[src/rtl/lcdPulsePkg.sv]
package lcdPulsePkg;
  localparam int NCH       = 7;       // output channels
  localparam int NUM_VCH   = 2;       // channels 0..NUM_VCH-1 count lines
  localparam int NSRC      = NCH + 1; // pulse sources incl. data enable
  localparam int TIM_BASE  = 0;
  localparam int CTL_BASE  = 8;
  localparam int LATCH_ADR = 15;

  typedef struct packed {
    logic [1:0] mode;
    logic       inv;
    logic [2:0] sel;
  } chanCtl_t;

  typedef struct packed {
    logic commit;
    logic frameOdd;
  } tpgStrb_t;
endpackage

[src/rtl/lcdPulseCtrl.sv]
module lcdPulseCtrl
  import lcdPulsePkg::*;
#(
  parameter int CNT_W = 16
) (
  input  logic             clk,
  input  logic             rstN,
  input  logic             hsync,
  input  logic             vsync,
  input  logic             latchWr,
  output tpgStrb_t         strb,
  output logic [CNT_W-1:0] hCnt,
  output logic [CNT_W-1:0] vCnt
);
  logic hsPrev, vsPrev, pending, frameOdd;
  logic hEdge, vEdge, commit;

  assign hEdge  = hsync & ~hsPrev;
  assign vEdge  = vsync & ~vsPrev;
  assign commit = vEdge & pending;

  always_ff @(posedge clk or negedge rstN) begin
    if (!rstN) begin
      hsPrev   <= 1'b0;
      vsPrev   <= 1'b0;
      pending  <= 1'b0;
      frameOdd <= 1'b0;
      hCnt     <= '0;
      vCnt     <= '0;
    end else begin
      hsPrev  <= hsync;
      vsPrev  <= vsync;
      pending <= latchWr | (pending & ~commit);
      if (vEdge) frameOdd <= ~frameOdd;
      if (hEdge) hCnt <= '0;
      else if (hCnt != '1) hCnt <= hCnt + 1'b1;
      if (vEdge) vCnt <= '0;
      else if (hEdge && vCnt != '1) vCnt <= vCnt + 1'b1;
    end
  end

  assign strb.commit   = commit;
  assign strb.frameOdd = frameOdd;
endmodule

[src/rtl/lcdPulseData.sv]
module lcdPulseData
  import lcdPulsePkg::*;
#(
  parameter int CNT_W  = 16,
  parameter int ADDR_W = 4
) (
  input  logic              clk,
  input  logic              rstN,
  input  logic              regWrEn,
  input  logic [ADDR_W-1:0] regAddr,
  input  logic [31:0]       regWrData,
  input  tpgStrb_t          strb,
  input  logic [CNT_W-1:0]  hCnt,
  input  logic [CNT_W-1:0]  vCnt,
  input  logic              deIn,
  output logic [NCH-1:0]    strobeOut
);
  logic [NCH-1:0][31:0] shTim, acTim;
  chanCtl_t [NCH-1:0]   shCtl, acCtl;
  logic [NSRC-1:0]      srcVec;

  // shadow and active register sets
  always_ff @(posedge clk or negedge rstN) begin
    if (!rstN) begin
      for (int i = 0; i < NCH; i++) begin
        shTim[i] <= '0;
        acTim[i] <= '0;
        shCtl[i] <= '{mode: 2'd0, inv: 1'b0, sel: 3'(i)};
        acCtl[i] <= '{mode: 2'd0, inv: 1'b0, sel: 3'(i)};
      end
    end else begin
      if (strb.commit) begin
        acTim <= shTim;
        acCtl <= shCtl;
      end
      if (regWrEn) begin
        for (int i = 0; i < NCH; i++) begin
          if (regAddr == ADDR_W'(TIM_BASE + i)) shTim[i] <= regWrData;
          if (regAddr == ADDR_W'(CTL_BASE + i))
            shCtl[i] <= '{mode: regWrData[13:12], inv: regWrData[4],
                          sel: regWrData[2:0]};
        end
      end
    end
  end

  // pulse generation, one window compare per channel
  for (genvar g = 0; g < NCH; g++) begin : gSrc
    logic [16:0] cntX, stX, endX;
    if (g < NUM_VCH) begin : gLine
      assign cntX = 17'(vCnt);
    end else begin : gPix
      assign cntX = 17'(hCnt);
    end
    assign stX  = {1'b0, acTim[g][31:16]};
    assign endX = stX + {1'b0, acTim[g][15:0]};
    assign srcVec[g] = (cntX >= stX) && (cntX < endX);
  end
  assign srcVec[NSRC-1] = deIn;

  // output routing, polarity pattern and inversion
  for (genvar g = 0; g < NCH; g++) begin : gOut
    chanCtl_t c;
    logic     ph;
    assign c = acCtl[g];
    always_comb begin
      case (c.mode)
        2'd1:    ph = vCnt[0] ^ strb.frameOdd;
        2'd2:    ph = vCnt[1] ^ strb.frameOdd;
        2'd3:    ph = vCnt[0] ^ vCnt[1] ^ strb.frameOdd;
        default: ph = 1'b0;
      endcase
    end
    assign strobeOut[g] = srcVec[c.sel] ^ ph ^ c.inv;
  end
endmodule

[src/rtl/lcdPulseGen.sv]
module lcdPulseGen
  import lcdPulsePkg::*;
#(
  parameter int CNT_W  = 16,
  parameter int ADDR_W = 4
) (
  input  logic              clk,
  input  logic              rstN,
  input  logic              hsync,
  input  logic              vsync,
  input  logic              deIn,
  input  logic              regWrEn,
  input  logic [ADDR_W-1:0] regAddr,
  input  logic [31:0]       regWrData,
  output logic [NCH-1:0]    strobeOut
);
  tpgStrb_t         strb;
  logic [CNT_W-1:0] hCnt, vCnt;
  logic             latchWr;

  assign latchWr = regWrEn && (regAddr == ADDR_W'(LATCH_ADR)) && regWrData[0];

  lcdPulseCtrl #(.CNT_W(CNT_W)) uCtrl (
    .clk(clk), .rstN(rstN), .hsync(hsync), .vsync(vsync),
    .latchWr(latchWr), .strb(strb), .hCnt(hCnt), .vCnt(vCnt)
  );

  lcdPulseData #(.CNT_W(CNT_W), .ADDR_W(ADDR_W)) uData (
    .clk(clk), .rstN(rstN), .regWrEn(regWrEn), .regAddr(regAddr),
    .regWrData(regWrData), .strb(strb), .hCnt(hCnt), .vCnt(vCnt),
    .deIn(deIn), .strobeOut(strobeOut)
  );
endmodule

[config.mk]
export PLATFORM = sky130hd
export DESIGN_NAME = lcdPulseGen
export DESIGN_NICKNAME = d
export VERILOG_FILES = /design/src/rtl/lcdPulsePkg.sv /design/src/rtl/lcdPulseCtrl.sv /design/src/rtl/lcdPulseData.sv /design/src/rtl/lcdPulseGen.sv
export SDC_FILE = /design/constraint.sdc
export NUM_CORES = 1
export LEC_CHECK = 0
export BUFFER_PORTS_ARGS = -buffer_cell sky130_fd_sc_hd__buf_2
export CAP_MARGIN = 20
export CORE_AREA = 2 2 303 305
export DETAILED_ROUTE_END_ITERATION = 10
export DIE_AREA = 0 0 305 307
export HOLD_SLACK_MARGIN = 0.02
export PLACE_DENSITY = 0.51
export SYNTH_ARGS = -nofsm -noshare
export SYNTH_HDL_FRONTEND = slang
export SYNTH_HIERARCHICAL = 1
export SYNTH_SLANG_ARGS = --single-unit
[constraint.sdc]
create_clock -name clk -period 5.9 [get_ports clk]
set_clock_uncertainty 0.05 [all_clocks]
set_input_delay 0.885 -clock clk [delete_from_list [all_inputs] [get_ports clk]]
set_output_delay 0.885 -clock clk [all_outputs]
set_load 0.01 [all_outputs]
Yosys cells after proc, flatten, opt, wreduce, memory -nomap -nowiden
Cells that the tools add are included.
Storage, ports and cells
  flip-flop bits (word level): 568
  input port bits: 42
  output and inout bits: 7
  logic and storage cells: 208
Operators by class
  $add $sub $neg: 9
  $lt $le $gt $ge: 21
  eq/ne operators: 37
  mux-type cells: 25
  bitwise logic cells: 27
  reductions and logical operators: 27
Operators by type and width (number)
  $add 16x16->17: 7
  $lt 16x17->1: 7
  $ge 16x16->1: 7
  $mux 16: 4
  $add 16x1->16 const B: 2
  $eq 4x4->1 const B: 8
  $ne 16x16->1 const B: 2
  $eq 2x2->1 const B: 14
  $lt 3x4->1 const B: 7
  $reduce_and 2->1: 14
  $bmux 1 s3: 7
  $pmux 1 s3: 7
  $xor 1x1->1: 18
  $eq 2x1->1 const B: 7
  $eq 4x3->1 const B: 3
  $logic_and 1x1->1: 10
  $eq 4x2->1 const B: 2
  $mux 1: 7
  $and 1x1->1: 4
  $eq 4x1->1 const B: 1
  $logic_not 4->1: 1
  $not 1->1: 4
  $reduce_bool 2->1: 2
  $or 1x1->1: 1

Longest topological paths before layout
  depth in word-level cells: 7
  mapped depth: 20
  depth with buffers taken out: 20

Modules after synthesis
Netlist, hierarchy kept.
By module, submodules not included
  lcdPulseData: times used 1, cells an instance 2686, area an instance 30173.9 um^2
  lcdPulseCtrl: times used 1, cells an instance 219, area an instance 2054.5 um^2
  lcdPulseGen: times used 1, cells an instance 3, area an instance 13.8 um^2

Worst setup path after synthesis
No wires, ideal clock.
  path kind: register to output
  start point: reg uData/acTim[16] in the netlist's numbering
  end point: out strobeOut[0]
  arrival: 4.222 ns
  slack: 0.743 ns
  stages on the path, launching flop included: 19
  buffers on the path: 0
  cells stage by stage: dfrtp_1 > ha_1 > fa_1 > a211o_1 > a2111o_1 > a31o_1 > a31oi_1 > o21ai_1 > xnor2_1 > ha_1 > a21oi_1 > nor2b_1 > a2111oi_0 > o21ai_1 > a21oi_1 > o31a_1 > o22ai_1 > or3_1 > a211oi_2
Between the ends
  cells in the longest elaborated chain, start to end: 7
RTL lines
  start: declaration: line lcdPulseData.sv:18  | logic [NCH-1:0][31:0] shTim, acTim;
  start signal: assignment: line lcdPulseData.sv:33  | acTim <= shTim;
  $add 16x16->17: line lcdPulseData.sv:56  | assign endX = stX + {1'b0, acTim[g][15:0]};
  $lt 16x17->1: line lcdPulseData.sv:57  | assign srcVec[g] = (cntX >= stX) && (cntX < endX);
  $logic_and 1x1->1 *: line lcdPulseData.sv:57
  $bmux 1 s3 *: line lcdPulseData.sv:74  | assign strobeOut[g] = srcVec[c.sel] ^ ph ^ c.inv;
  $mux 1 (implied by the code) *: line lcdPulseData.sv:74
  $xor 1x1->1 * (2 in a row): line lcdPulseData.sv:74
  end: declaration: line lcdPulseGen.sv:15  | output logic [NCH-1:0] strobeOut
Mark *: on every way between the ends. The rest lies on a longest branch, timed or not. The select of a mux whose other input is x is not followed.

Final worst setup path
  start point: reg uData/acTim[16] in the netlist's numbering
  end point: out strobeOut[6]
Same word-level chain as after synthesis.

==> results_tabular.tex <==
\begin{tabular}{lr}
\hline
Metric & Value \\
\hline
\multicolumn{2}{l}{\textbf{Synthesis}} \\
\quad Largest cells by area after synthesis & sky130\_fd\_sc\_hd\_\_dfrtp\_1 43\%, sky130\_fd\_sc\_hd\_\_mux2\_2 14\%, sky130\_fd\_sc\_hd\_\_ha\_1 13\% \\
\quad Synth Net Count & 3288 \\
\quad Unique cell type count in the Yosys netlist & 84 \\
\quad Post-synth top area share & 42.7\% \\
\quad Number of synthesized flops with an enable pin & 0 \\
\quad Library cell with the largest summed area after synthesis & sky130\_fd\_sc\_hd\_\_dfrtp\_1 \\
\quad Average cell area after synthesis & 11.1 um\^{}2 \\
\quad Dominant synthesized flop cell & sky130\_fd\_sc\_hd\_\_dfrtp\_1 \\
\quad Total of flip-flops plus latches after synthesis & 568 \\
\quad Share of synthesized area occupied by flip-flops and latches & 44.2\% \\
\quad Proportion of register bits with asynchronous set or reset after synthesis & 100\% \\
\quad Yosys warnings & 6 \\
\quad Cell area after technology mapping & 32200 um\^{}2 \\
\quad Cell count after synthesis & 2908 \\
\multicolumn{2}{l}{\textbf{Cells and area}} \\
\quad Area overhead of the layout relative to synthesis & 15.4\% \\
\quad Post-Route Utilization & 41.0\% \\
\quad Share of cells above drive strength 1 & 24.7\% \\
\quad Post-route non-filler standard cell count & 4251 \\
\quad Final net count & 3386 \\
\multicolumn{2}{l}{\textbf{Power}} \\
\quad Power density relative to cell area & 437 nW/um\^{}2 \\
\quad Final total power & 16.3 mW \\
\quad Combinational share of power & 36.6\% \\
\quad Switching fraction of total power & 35.0\% \\
\quad Peak ir drop on the vdd network & 214 uV \\
\quad Register share of total power & 34.2\% \\
\quad Cell-internal power & 10.6 mW \\
\quad Sw Pwr & 5.69 mW \\
\quad Relative contribution of the clock network to total power & 29.1\% \\
\quad Leakage dissipation & 17.3 nW \\
\multicolumn{2}{l}{\textbf{Critical path}} \\
\quad Cell with the largest stage delay on the worst path & sky130\_fd\_sc\_hd\_\_a2111o\_1 \\
\quad Crit path buf inv count & 2 \\
\quad Crit path launch type & flop \\
\quad Crit Path Class & flop to output pin \\
\quad CP Cell Sequence & ha\_2, fa\_2, a211o\_1, a2111o\_1, a31o\_1, a31oi\_2, o21ai\_1, xnor2\_1, ha\_1, a21oi\_2, nor2b\_1, a2111oi\_2, o21ai\_1, a21oi\_2, o31a\_1, buf\_6, o22ai\_1, or3\_1, a211oi\_2, buf\_2 \\
\quad Crit path arrival time & 5.24 ns \\
\quad Stages on worst setup path & 20 \\
\quad Largest stage delay on the critical path & 0.41 ns \\
\quad Critical path data required time & 4.97 ns \\
\quad Maximum net fanout on the critical path & 6 \\
\quad Number of cells traversed by the worst register-to-register path & 5 \\
\quad Top cell family by delay on the critical path & compound AO/OA/AOI/OAI gates \\
\quad Type of element capturing the critical path & output pin \\
\multicolumn{2}{l}{\textbf{Timing}} \\
\quad Max Fclk & 162 MHz \\
\quad Final number of max-transition violations & 0 \\
\quad Final worst path period share & 105\% \\
\quad Setup TNS & -1.74 ns \\
\quad Transition time at the pin with the least slew margin & 1.16 ns \\
\quad Time the final worst path needs with I/O delays and setup & 6.17 ns \\
\quad Count of final hold-check violations & 0 \\
\quad Worst slew slack as a fraction of its limit & 22.4\% \\
\quad Final setup fails & 7 \\
\quad Unrepaired setup endpoints after global routing & true \\
\quad Minimum setup slack in the final design & -0.275 ns \\
\multicolumn{2}{l}{\textbf{Floorplanning}} \\
\quad Horiz. Die Dim & 305 um \\
\quad Die Area & 93600 um\^{}2 \\
\quad Floorplan row count & 111 \\
\quad Num ports & 49 \\
\quad Initial Util & 35.6\% \\
\quad Die span in y & 307 um \\
\quad Area of the placeable core & 90700 um\^{}2 \\
\multicolumn{2}{l}{\textbf{Placed design}} \\
\quad Number of buffer cells added on primary ports & 48 \\
\quad Placed Cells incl. Taps & 4099 \\
\quad Post-detailed-placement half-perimeter wirelength & 64.6 mm \\
\quad Post-placement worst setup slack & -0.124 ns \\
\quad Routability Congestion & 0.842 \\
\multicolumn{2}{l}{\textbf{Run status}} \\
\quad Run status & finished, violations left \\
\quad Failing checks & setup timing \\
\multicolumn{2}{l}{\textbf{Flow run}} \\
\quad Max-capacitance violation count & 0 \\
\multicolumn{2}{l}{\textbf{Clock tree}} \\
\quad Clock tree root buffer cell & sky130\_fd\_sc\_hd\_\_clkbuf\_16 \\
\quad Deepest level of the CTS H-tree & 3 \\
\quad CTS sink count & 568 \\
\quad Num CTS Buffers & 71 \\
\quad Maximum root-to-sink buffer count & 3 \\
\quad Clock-pin slew of the registers on the worst-case setup and hold paths & 0.06 ns \\
\quad Clock tree from TritonCTS & built \\
\quad Clk\_lat worst skew & 0.62 ns \\
\multicolumn{2}{l}{\textbf{Drt}} \\
\quad Total wirelength of the detailed-routed design & 92.8 mm \\
\quad Routed vias & 23.0k \\
\quad WL/cell & 21.8 um \\
\quad Detailed Routing Iterations Pass 1 & 5 \\
\quad Number of vias per cell after detailed routing & 5.41 \\
\quad Residual DRC count & 0 \\
\quad First-iteration detailed-routing DRC count & 1436 \\
\quad Number of nets with antenna violations after detailed routing & 0 \\
\multicolumn{2}{l}{\textbf{Global route}} \\
\quad Grt ovf & 0 \\
\quad Global-route wire length before repair & 143 mm \\
\quad Global-route usage over all layers & 19.8\% \\
\quad Antenna violations before repair & 14 \\
\quad Largest net degree at the start of global routing & 154 \\
\quad Number of global-route vias before repair & 23.6k \\
\multicolumn{2}{l}{\textbf{Min path}} \\
\quad Type of the worst min-delay path & input port to asynchronous set/reset pin \\
\hline
\end{tabular}
timing repair:
action,4_1_cts,5_1_grt
hold buffers,0,0
resized for setup,40,32
pin swaps,26,28
endpoints found under the hold margin,0,0
endpoints found under the setup margin,7,7
setup buffers,10,10
cell usage after synthesis, types with 18 or more instances:
cell type	n
sky130_fd_sc_hd__nor3_1	29
sky130_fd_sc_hd__nand4_1	33
sky130_fd_sc_hd__inv_1	166
sky130_fd_sc_hd__a21o_1	48
sky130_fd_sc_hd__nor2b_1	18
sky130_fd_sc_hd__clkbuf_1	67
sky130_fd_sc_hd__nand2_1	211
sky130_fd_sc_hd__a31oi_1	21
sky130_fd_sc_hd__nand3_1	53
sky130_fd_sc_hd__ha_1	331
sky130_fd_sc_hd__mux2_2	390
sky130_fd_sc_hd__o211ai_1	18
sky130_fd_sc_hd__nor2_1	83
sky130_fd_sc_hd__o21ai_1	34
sky130_fd_sc_hd__o21ai_0	175
sky130_fd_sc_hd__xor2_1	45
sky130_fd_sc_hd__dfstp_2	18
sky130_fd_sc_hd__mux2_1	37
sky130_fd_sc_hd__nand2b_1	28
sky130_fd_sc_hd__o21a_1	25
sky130_fd_sc_hd__o21bai_1	24
sky130_fd_sc_hd__xnor2_1	50
sky130_fd_sc_hd__a21oi_1	148
sky130_fd_sc_hd__dfrtp_1	550
sky130_fd_sc_hd__a211oi_1	23
through the flow:
step | area (um^2) | hold WS [ns]
4_1_cts | 36900 | 0.293
3_3_place_gp | 34100 | 0.410
2_1_floorplan | 32200 | 0.391
5_1_grt | 37200 | 0.333
6_report | 37200 | 0.295
3_5_place_dp | 34100 | 0.411
state kept, by name, summed over array words and instances, names as in the netlist:
register,flops
uData/acCtl,42
uData/shCtl,42
uCtrl/frameOdd,1
uCtrl/hCnt,16
uCtrl/hsPrev,1
uData/acTim,224
uData/shTim,224
uCtrl/vsPrev,1
uCtrl/vCnt,16
uCtrl/pending,1
layout make-up:
| type | instances | area (um^2) |
|---|---|---|
| multi-input cells | 2082 | 17400 |
| flip-flops and latches | 568 | 14200 |
| clock buffers | 98 | 2120 |
| fillers | 8496 | 53500 |
| inverters | 166 | 623 |
| repair buffers | 117 | 913 |
| clock inverters | 31 | 448 |
| diodes | 3 | 7.51 |
| well taps | 1186 | 1480 |
placed cells by master (no fill, tap or decap), types with 50 or more instances in the layout:
cell                        synthesis  routed
sky130_fd_sc_hd__mux2_2           390     390
sky130_fd_sc_hd__buf_4              4      56
sky130_fd_sc_hd__a21oi_1          148     136
sky130_fd_sc_hd__ha_1             331     328
sky130_fd_sc_hd__nor2_1            83      81
sky130_fd_sc_hd__inv_1            166     166
sky130_fd_sc_hd__clkbuf_16          0      76
sky130_fd_sc_hd__nand3_1           53      53
sky130_fd_sc_hd__xnor2_1           50      50
sky130_fd_sc_hd__o21ai_0          175     172
sky130_fd_sc_hd__nand2_1          211     210
sky130_fd_sc_hd__dfrtp_1          550     550
kinds of logic (layout without fill, tap and decap cells):
kind of cell | Yosys count | after routing | synth area share [%]
multiplexers | 431 | 431 | 15.0
adder cells (fa/ha/maj) | 338 | 338 | 13.3
other | 0 | 3 | 0
AO/OA/AOI/OAI | 646 | 646 | 12.8
flip-flops | 568 | 568 | 44.2
AND/OR/NAND/NOR | 566 | 566 | 8.77
buffers and inverters | 258 | 412 | 3.09
XOR/XNOR | 101 | 101 | 2.88
path summary, 6_finish.rpt:
path	startpoint	to	slack [ns]
worst min register to register	uData/shTim[93]$_DFFE_PN0P_	uData/acTim[93]$_DFFE_PN0P_	0.42
min in group clk	hsync	uCtrl/hsPrev$_DFF_PN0_	0.37
worst max register to register	uCtrl/hCnt[1]$_DFFE_PN0P_	uCtrl/hCnt[13]$_DFFE_PN0P_	3.43
worst max-delay path	uData/acTim[16]$_DFFE_PN0P_	strobeOut[6]	-0.27
worst min-delay path	rstN	uData/shCtl[4]$_DFFE_PN0P_	0.29
max in group asynchronous	rstN	uData/shCtl[32]$_DFFE_PN1P_	4.06
metal layers:
layer  wire, um  GRT usage [%]  part of all wire (%)
met1      43500           27.2                    47
met2      43300           32.5                    47
met3       3750           2.50                   4.0
met4       2250           6.07                   2.4
met5          7              0                0.0075
power groups by stage:
stage	Clock, mW	Sequential [mW]	Combinational [mW]
6_report	4.73	5.57	5.96
5_1_grt	5.02	5.70	6.70
4_1_cts	4.86	5.57	5.82
3_5_place_dp	0	5.63	5.66
3_3_place_gp	0	5.58	5.50
2_1_floorplan	0	5.37	4.27
Note: power is estimated with default switching activity, not from simulation.
